$ cat src/rtl/pll_lock_pkg.sv
package pll_lock_pkg;

  // Pairing state: which side of an edge pair is still outstanding
  typedef enum logic [1:0] {
    PS_IDLE     = 2'd0,
    PS_WAIT_FB  = 2'd1,
    PS_WAIT_REF = 2'd2
  } pair_st_t;

  // Bit positions in the command and status words
  localparam int WR_CLR_BIT    = 0;
  localparam int RD_UNLOCK_BIT = 1;
  localparam int RD_VALID_BIT  = 2;

endpackage

$ cat src/rtl/lock_pair_check.sv
module lock_pair_check
  import pll_lock_pkg::*;
#(
  parameter int CNT_W = 8
) (
  input  logic             clk,
  input  logic             rst,
  input  logic             ref_stb,
  input  logic             fb_stb,
  input  logic [CNT_W-1:0] match_win,
  output logic             miss_o
);

  pair_st_t         st_q, st_n;
  logic [CNT_W-1:0] cnt_q, cnt_n;
  logic             miss_n;
  logic             own_stb, other_stb;

  // Strobe of the side already pending, and of the side being awaited
  always_comb begin
    own_stb   = 1'b0;
    other_stb = 1'b0;
    if (st_q == PS_WAIT_FB) begin
      own_stb   = ref_stb;
      other_stb = fb_stb;
    end else if (st_q == PS_WAIT_REF) begin
      own_stb   = fb_stb;
      other_stb = ref_stb;
    end
  end

  always_comb begin
    st_n   = st_q;
    cnt_n  = cnt_q;
    miss_n = 1'b0;
    if (st_q == PS_IDLE) begin
      if (ref_stb && !fb_stb) begin
        st_n  = PS_WAIT_FB;
        cnt_n = CNT_W'(1);
      end else if (fb_stb && !ref_stb) begin
        st_n  = PS_WAIT_REF;
        cnt_n = CNT_W'(1);
      end
    end else begin
      if (other_stb) begin
        // partner arrived: judge the distance
        if (cnt_q > match_win) miss_n = 1'b1;
        if (own_stb) begin
          cnt_n = CNT_W'(1);           // a fresh edge of the same side now waits
        end else begin
          st_n = PS_IDLE;
        end
      end else if (own_stb) begin
        // same side fired twice with nothing from the partner
        miss_n = 1'b1;
        cnt_n  = CNT_W'(1);
      end else if (cnt_q >= match_win) begin
        // window expired
        miss_n = 1'b1;
        st_n   = PS_IDLE;
      end else begin
        cnt_n = cnt_q + CNT_W'(1);
      end
    end
  end

  always_ff @(posedge clk) begin
    if (rst) begin
      st_q   <= PS_IDLE;
      cnt_q  <= '0;
      miss_o <= 1'b0;
    end else begin
      st_q   <= st_n;
      cnt_q  <= cnt_n;
      miss_o <= miss_n;
    end
  end

  // a repeated reference edge while one is pending raises a mismatch
  a_r5_repeat_ref: assert property (@(posedge clk) disable iff (rst)
    (st_q == PS_WAIT_FB && ref_stb && !fb_stb) |=> miss_o);

  // a repeated feedback edge while one is pending raises a mismatch
  a_r5_repeat_fb: assert property (@(posedge clk) disable iff (rst)
    (st_q == PS_WAIT_REF && fb_stb && !ref_stb) |=> miss_o);

  // an expired window with no partner raises a mismatch
  a_r4_window_expiry: assert property (@(posedge clk) disable iff (rst)
    (st_q != PS_IDLE && !ref_stb && !fb_stb && cnt_q >= match_win) |=> miss_o);

endmodule

$ cat src/rtl/lock_sticky_flag.sv
module lock_sticky_flag (
  input  logic clk,
  input  logic rst,
  input  logic clr,
  input  logic set,
  output logic flag_o
);

  always_ff @(posedge clk) begin
    if (rst) begin
      flag_o <= 1'b0;
    end else if (clr) begin
      flag_o <= 1'b0;                // clear wins over a same-cycle set
    end else if (set) begin
      flag_o <= 1'b1;
    end
  end

  // the flag never falls without a clear
  a_r6_sticky: assert property (@(posedge clk) disable iff (rst)
    (flag_o && !clr) |=> flag_o);

  // a mismatch reaches the flag unless a clear is present
  a_r4_set_reaches_flag: assert property (@(posedge clk) disable iff (rst)
    (set && !clr) |=> flag_o);

  // a clear empties the flag even with a set in the same cycle
  a_r9_clear_priority: assert property (@(posedge clk) disable iff (rst)
    clr |=> !flag_o);

endmodule

$ cat src/rtl/lock_valid_gate.sv
module lock_valid_gate #(
  parameter int ARM_EDGES = 2
) (
  input  logic clk,
  input  logic rst,
  input  logic clr,
  input  logic ref_stb,
  output logic valid_o
);

  localparam int AW = $clog2(ARM_EDGES + 1);
  localparam logic [AW-1:0] LAST = AW'(ARM_EDGES - 1);
  localparam logic [AW-1:0] FULL = AW'(ARM_EDGES);

  logic [AW-1:0] seen_q;

  always_ff @(posedge clk) begin
    if (rst || clr) begin
      seen_q  <= '0;
      valid_o <= 1'b0;
    end else if (ref_stb && seen_q != FULL) begin
      seen_q <= seen_q + AW'(1);
      if (seen_q == LAST) valid_o <= 1'b1;
    end
  end

  // the validity flag can only rise on a reference strobe
  a_r8_rise_on_ref: assert property (@(posedge clk) disable iff (rst)
    (!valid_o && !ref_stb) |=> !valid_o);

  // a clear drops the validity flag
  a_r7_clear_valid: assert property (@(posedge clk) disable iff (rst)
    clr |=> !valid_o);

endmodule

$ cat src/rtl/pll_lock_monitor.sv
module pll_lock_monitor
  import pll_lock_pkg::*;
#(
  parameter int CNT_W     = 8,
  parameter int DATA_W    = 8,
  parameter int ARM_EDGES = 2
) (
  input  logic              clk,
  input  logic              rst,
  input  logic              ref_stb,
  input  logic              fb_stb,
  input  logic [CNT_W-1:0]  match_win,
  input  logic              wr_en,
  input  logic [DATA_W-1:0] wr_data,
  output logic [DATA_W-1:0] rd_data
);

  logic clr_cmd;
  logic miss;
  logic unlock_q;
  logic valid_q;

  assign clr_cmd = wr_en && wr_data[WR_CLR_BIT];

  lock_pair_check #(.CNT_W(CNT_W)) u_pair (
    .clk       (clk),
    .rst       (rst),
    .ref_stb   (ref_stb),
    .fb_stb    (fb_stb),
    .match_win (match_win),
    .miss_o    (miss)
  );

  lock_sticky_flag u_unlock (
    .clk    (clk),
    .rst    (rst),
    .clr    (clr_cmd),
    .set    (miss),
    .flag_o (unlock_q)
  );

  lock_valid_gate #(.ARM_EDGES(ARM_EDGES)) u_valid (
    .clk     (clk),
    .rst     (rst),
    .clr     (clr_cmd),
    .ref_stb (ref_stb),
    .valid_o (valid_q)
  );

  // Status word built straight from flops; the clear bit is write-only
  always_comb begin
    rd_data                = '0;
    rd_data[RD_UNLOCK_BIT] = unlock_q;
    rd_data[RD_VALID_BIT]  = valid_q;
  end

  // both flags are empty in the cycle after reset
  a_r1_reset_empty: assert property (@(posedge clk)
    rst |=> (rd_data == '0));

endmodule

$ cat config.mk
export PLATFORM = sky130hd
export DESIGN_NAME = pll_lock_monitor
export DESIGN_NICKNAME = d
export VERILOG_FILES = /design/src/rtl/pll_lock_pkg.sv /design/src/rtl/lock_pair_check.sv /design/src/rtl/lock_sticky_flag.sv /design/src/rtl/lock_valid_gate.sv /design/src/rtl/pll_lock_monitor.sv
export SDC_FILE = /design/constraint.sdc
export NUM_CORES = 1
export LEC_CHECK = 0
export BUFFER_PORTS_ARGS = -buffer_cell sky130_fd_sc_hd__buf_2
export CAP_MARGIN = 40
export CORE_ASPECT_RATIO = 0.9
export CORE_MARGIN = 2
export CORE_UTILIZATION = 50
export DETAILED_ROUTE_END_ITERATION = 8
export PLACE_DENSITY = 0.85
export REMOVE_ABC_BUFFERS = 1
export SYNTH_ARGS = -nofsm -noshare
export SYNTH_HDL_FRONTEND = slang
export SYNTH_SLANG_ARGS = --single-unit
export TNS_END_PERCENT = 100
$ cat constraint.sdc
create_clock -name clk -period 5.7 [get_ports clk]
set_clock_uncertainty 0.05 [all_clocks]
set_input_delay 0.285 -clock clk [delete_from_list [all_inputs] [get_ports clk]]
set_output_delay 0.285 -clock clk [all_outputs]
set_load 0.05 [all_outputs]
# == After elaboration in Yosys (flattened, before gate mapping) ==
# Cells that the tools add are included.
# word_totals
ff_bits,15
inputBits,21
output_inout_bits,8
word_cells,54
# classes
addsub,2
magnitude_cmp,2
n_eq_ne,8
mux,22
n_reduce_logical,14
# op_table
cell,n
2-to-1 mux 8 bit,7
2-to-1 mux 2 bit,7
"adder 8 x 1 -> 8 bit, second input constant",1
>= comparator 8 bit,1
> comparator 8 bit,1
2-to-1 mux 1 bit,8
AND reduction 3 bit,2
"equality test 2 x 1 -> 1 bit, second input constant",2
logical AND 1 bit,4
"inequality test 2 bit, second input constant",2
OR reduction 2 bit,2
"inequality test 3 x 1 -> 1 bit, second input constant",1
"inequality test 3 x 2 -> 1 bit, second input constant",1
"inequality test 3 bit, second input constant",1
nonzero test 3 bit,1
"adder 2 x 1 -> 2 bit, second input constant",1
"equality test 2 bit, second input constant",1
zero test 1 bit,2
zero test 2 bit,1
AND reduction 2 bit,1
logical OR 1 bit,1

# == Longest topological paths before layout ==
# depth
depth_word,6
mapped_depth,7
ltp_nobuf,7

# == Modules after synthesis ==
# Synthesis repeated with hierarchy kept, for this count alone.
# unflattened
hier_cells,132
area_unflattened_um2,1099.8
# by_module_without_submodules
mod,n_inst,cells_each,area_per_inst_um2,seq_area_each_um2
lock_pair_check,1,105,844.6,220.2
lock_valid_gate,1,14,151.4,60.1
pll_lock_monitor,1,10,70.1,0.0
lock_sticky_flag,1,3,33.8,20.0

# == Worst setup path after synthesis ==
# Ideal clock, no wire load.
# synth_timing
path_kind,input-to-reg
from,in match_win[7]
to,reg u_pair.cnt_q[1]
setup_time_ns,0.096
arrival_ns,1.683
slack_ns,3.871
stages,7
cell_sequence,inv_1 -> ha_1 -> a21oi_2 -> o21ai_2 -> or3_4 -> o21a_1 -> o41ai_2
# synth_via
elab_chain_cells,3
# synth_rtl
element,line_no,text
from (decl),pll_lock_monitor.sv:12,"input logic [CNT_W-1:0] match_win,"
>= comparator 8 bit,lock_pair_check.sv:57,end else if (cnt_q >= match_win) begin
inequality test 3 x 1 -> 1 bit (no line),-,
AND reduction 3 bit (no line),-,
to (signal assigned),lock_pair_check.sv:74,cnt_q <= cnt_n;
to (decl),lock_pair_check.sv:15,"logic [CNT_W-1:0] cnt_q, cnt_n;"
# Every way passes these cells.
# A chain may end at the register's enable or synchronous reset.

# == Worst setup path after layout ==
# layout_timing
from,reg u_pair.cnt_q[5]
to,reg u_pair.cnt_q[2]
# layout_via
elab_chain_cells,3
# layout_rtl
element,line_no
>= comparator 8 bit,lock_pair_check.sv:57
inequality test 3 x 1 -> 1 bit (no line),-
AND reduction 3 bit (no line),-
# Every way passes these cells.

==> impl_metrics.py <==
metrics = {
    "outcome": {
        "status": "finished, final reports clean",
    },
    "clock_network": {
        "numCtsBuffers": 3,
        "clock-sinks": 15,
        "cts_buffer_depth": 2,
        "root_buffer": "clkbuf_4",
        "clock_latency_ns": 0.28,
        "clk_pin_slew_worst_paths_ns": 0.09,
        "cts-resized-gates": 0,
        "cts_hold_buf": 0,
        "cts_tree": "built",
        "cts_setup_buffers": 0,
        "htree_levels": 1,
    },
    "placement": {
        "place_congestion": 0.810,
        "post-place-cells": 176,
        "dpl_cell_area_um2": 1140,
        "portBuffers": 15,
        "detailed_place_hpwl_mm": 1.69,
    },
    "sta": {
        "relSlewSlack": 0.519,
        "period_minus_slack_ns": 2.02,
        "period_share": 0.354,
        "finalSetupTns_ns": 0,
        "worst_pin_slew_ns": 0.721,
        "rsz0062_at_grt": "false",
        "drv_slew": 0,
        "final_hold_viol_count": 0,
        "finalSetupViolations": 0,
        "max_freq_mhz": 495,
    },
    "critical_path": {
        "critPathBufInv": 0,
        "cp_slowest_cell": "dfxtp_1",
        "startpoint_type": "flop",
        "criticalPathCategory": "reg -> reg",
        "crit_path_max_incr_delay_ns": 0.42,
        "cp_top_family": "compound AO/OA/AOI/OAI gates",
        "arrival_ns": 2.13,
        "crit_path_max_fanout": 6,
        "required_ns": 5.81,
        "path_cells": "ha_1, a21oi_2, o21ai_2, or3_4, o211ai_2, a31oi_1",
        "end_kind": "flop",
    },
    "pwr": {
        "p_per_area_nw_per_um2": 197,
        "peakVddDrop_uv": 109,
        "p_leak_nw": 0.543,
        "total_power_uw": 231,
    },
    "synth": {
        "synth_edf_count": 0,
        "ys_seq_area_frac": 0.272,
        "async_reset_ff_frac": 0,
        "ys_ff_latch": 15,
        "synth.area.top_cells": "dfxtp_1 (27%), ha_1 (14%), a31oi_1 (7.9%), buf_4 (5.4%), nor2_1 (5.1%)",
        "syn_avg_cell_area_um2": 7.89,
        "synth_top_area_cell": "dfxtp_1",
        "postSynthCellCount": 140,
        "syn_area_um2": 1100,
        "ys_warn_count": 0,
        "synth.top_cell.area_share": 0.272,
        "yosysUniqueCellTypes": 38,
        "ys.flop_type": "dfxtp_1",
    },
    "global_routing": {
        "grt_util_all_layers": 0.173,
        "antenna_found_initial": 0,
        "grt_pass1_wl_mm": 3.46,
        "grt.overflow.total": 0,
        "grt_max_degree": 13,
        "grt_pass1_vias": 877,
    },
    "route": {
        "wl_mm": 2.09,
        "antenna_left": 0,
        "vias_per_cell": 5.61,
        "drc": 0,
        "num_vias": 1009,
        "wl_per_cell_um": 11.6,
        "drtIter0Drc": 51,
        "first_pass_iters": 4,
    },
    "die": {
        "die_x_um": 53.6,
        "die_h_um": 48.6,
        "die_area_um2": 2600,
        "io_pins": 29,
        "rows": 16,
        "initial_core_util": 0.516,
        "core_um2": 2140,
    },
    "final_layout": {
        "syn_to_final_growth_pct": 5.78,
        "nFillCells": 192,
        "nets": 187,
        "regArea_um2": 300,
        "drive_above_1_share": 0.176,
        "multi_input_area_um2": 677,
        "antennaDiodeCount": 0,
        "design_area_um2": 1170,
        "fin_cells": 180,
    },
    "run": {
        "drv_cap": 0,
    },
    "hold_path": {
        "hold_class": "in -> reg",
    },
}
-- per-stage QoR --
stage	hold slack (ns)	setup slack [ns]	utilization
after floorplan	0.304	3.87	-
after CTS	0.261	3.70	0.546
after detailed placement	0.385	3.66	0.533
after global routing	0.266	3.56	0.546
final	0.269	3.68	0.546
after global placement	0.370	3.72	0.533
-- final timing paths --
path,start,endpoint,slack (ns),cells past startpoint
max reg2reg,u_pair.cnt_q[5]$_SDFFE_PP0P_,u_pair.cnt_q[2]$_SDFFE_PP0P_,3.68,6
max,u_pair.cnt_q[5]$_SDFFE_PP0P_,u_pair.cnt_q[2]$_SDFFE_PP0P_,3.68,6
min reg2reg,u_pair.miss_o$_SDFF_PP0_,u_unlock.flag_o$_SDFFE_PP0P_,0.39,2
min,rst,u_pair.st_q[0]$_SDFFE_PP0P_,0.27,2
-- cell usage in the layout (no fill, tap or decap), types with 2 or more instances in the layout --
cell / count
a21oi_1: 8
nand2_1: 10
conb_1: 6
dfxtp_1: 15
inv_1: 14
a31oi_1: 14
a21oi_2: 2
clkbuf_4: 3
or3_1: 4
nor2_1: 15
buf_2: 15
nand3_1: 3
ha_1: 12
o21ai_0: 4
nand4_1: 2
and3_1: 3
nand2b_1: 2
-- sequential cells by signal, summed over array words and instances, names as in the netlist --
signal           cells
u_pair.cnt_q         8
u_unlock.flag_o      1
u_valid.seen_q       2
u_pair.miss_o        1
u_valid.valid_o      1
u_pair.st_q          2
-- cell usage after synthesis (2+ instances only) --
cell,count
o21ai_0,4
a21oi_1,8
and3_1,3
dfxtp_1,15
or3_1,4
buf_6,2
nand2b_1,2
inv_1,14
nor2_1,15
nand4_1,2
nand2_1,10
ha_1,12
a31oi_1,14
nand3_1,3
a21oi_2,2
buf_4,8
-- layout make-up --
cell class              count  area share
multi-input cells         104       0.579
repair buffers             15      0.0642
clock buffers               4      0.0225
inverters                  15      0.0482
well taps                  27      0.0289
flip-flops and latches     15       0.257
-- metal layers --
metal | track usage | up-vias | routed length [µm]
li1 | - | 513 | -
met1 | 0.213 | 450 | 899
met2 | 0.298 | 44 | 1030
met3 | 0.0278 | 2 | 144
met4 | 0.0598 | 0 | 13
met5 | 0 | - | 0
-- cells by family after synthesis --
family | after synthesis | share of synthesized area
AOI/OAI and AO/OA | 40 | 0.246
DFF | 15 | 0.272
adders and majority gates | 12 | 0.136
and+or+nand+nor | 45 | 0.203
other | 1 | 0.00339
buffers and inverters | 26 | 0.133
xor gates and xnor gates | 1 | 0.00793
-- power breakdown --
group	leakage, nW	switching [mW]	internal [mW]	total (mW)
logic	0.406	0.0364	0.0190	0.0554
registers	0.122	0.00588	0.110	0.115
clock network	0.0150	0.0327	0.0271	0.0598
No activity file was read; power rests on OpenSTA's default activity.
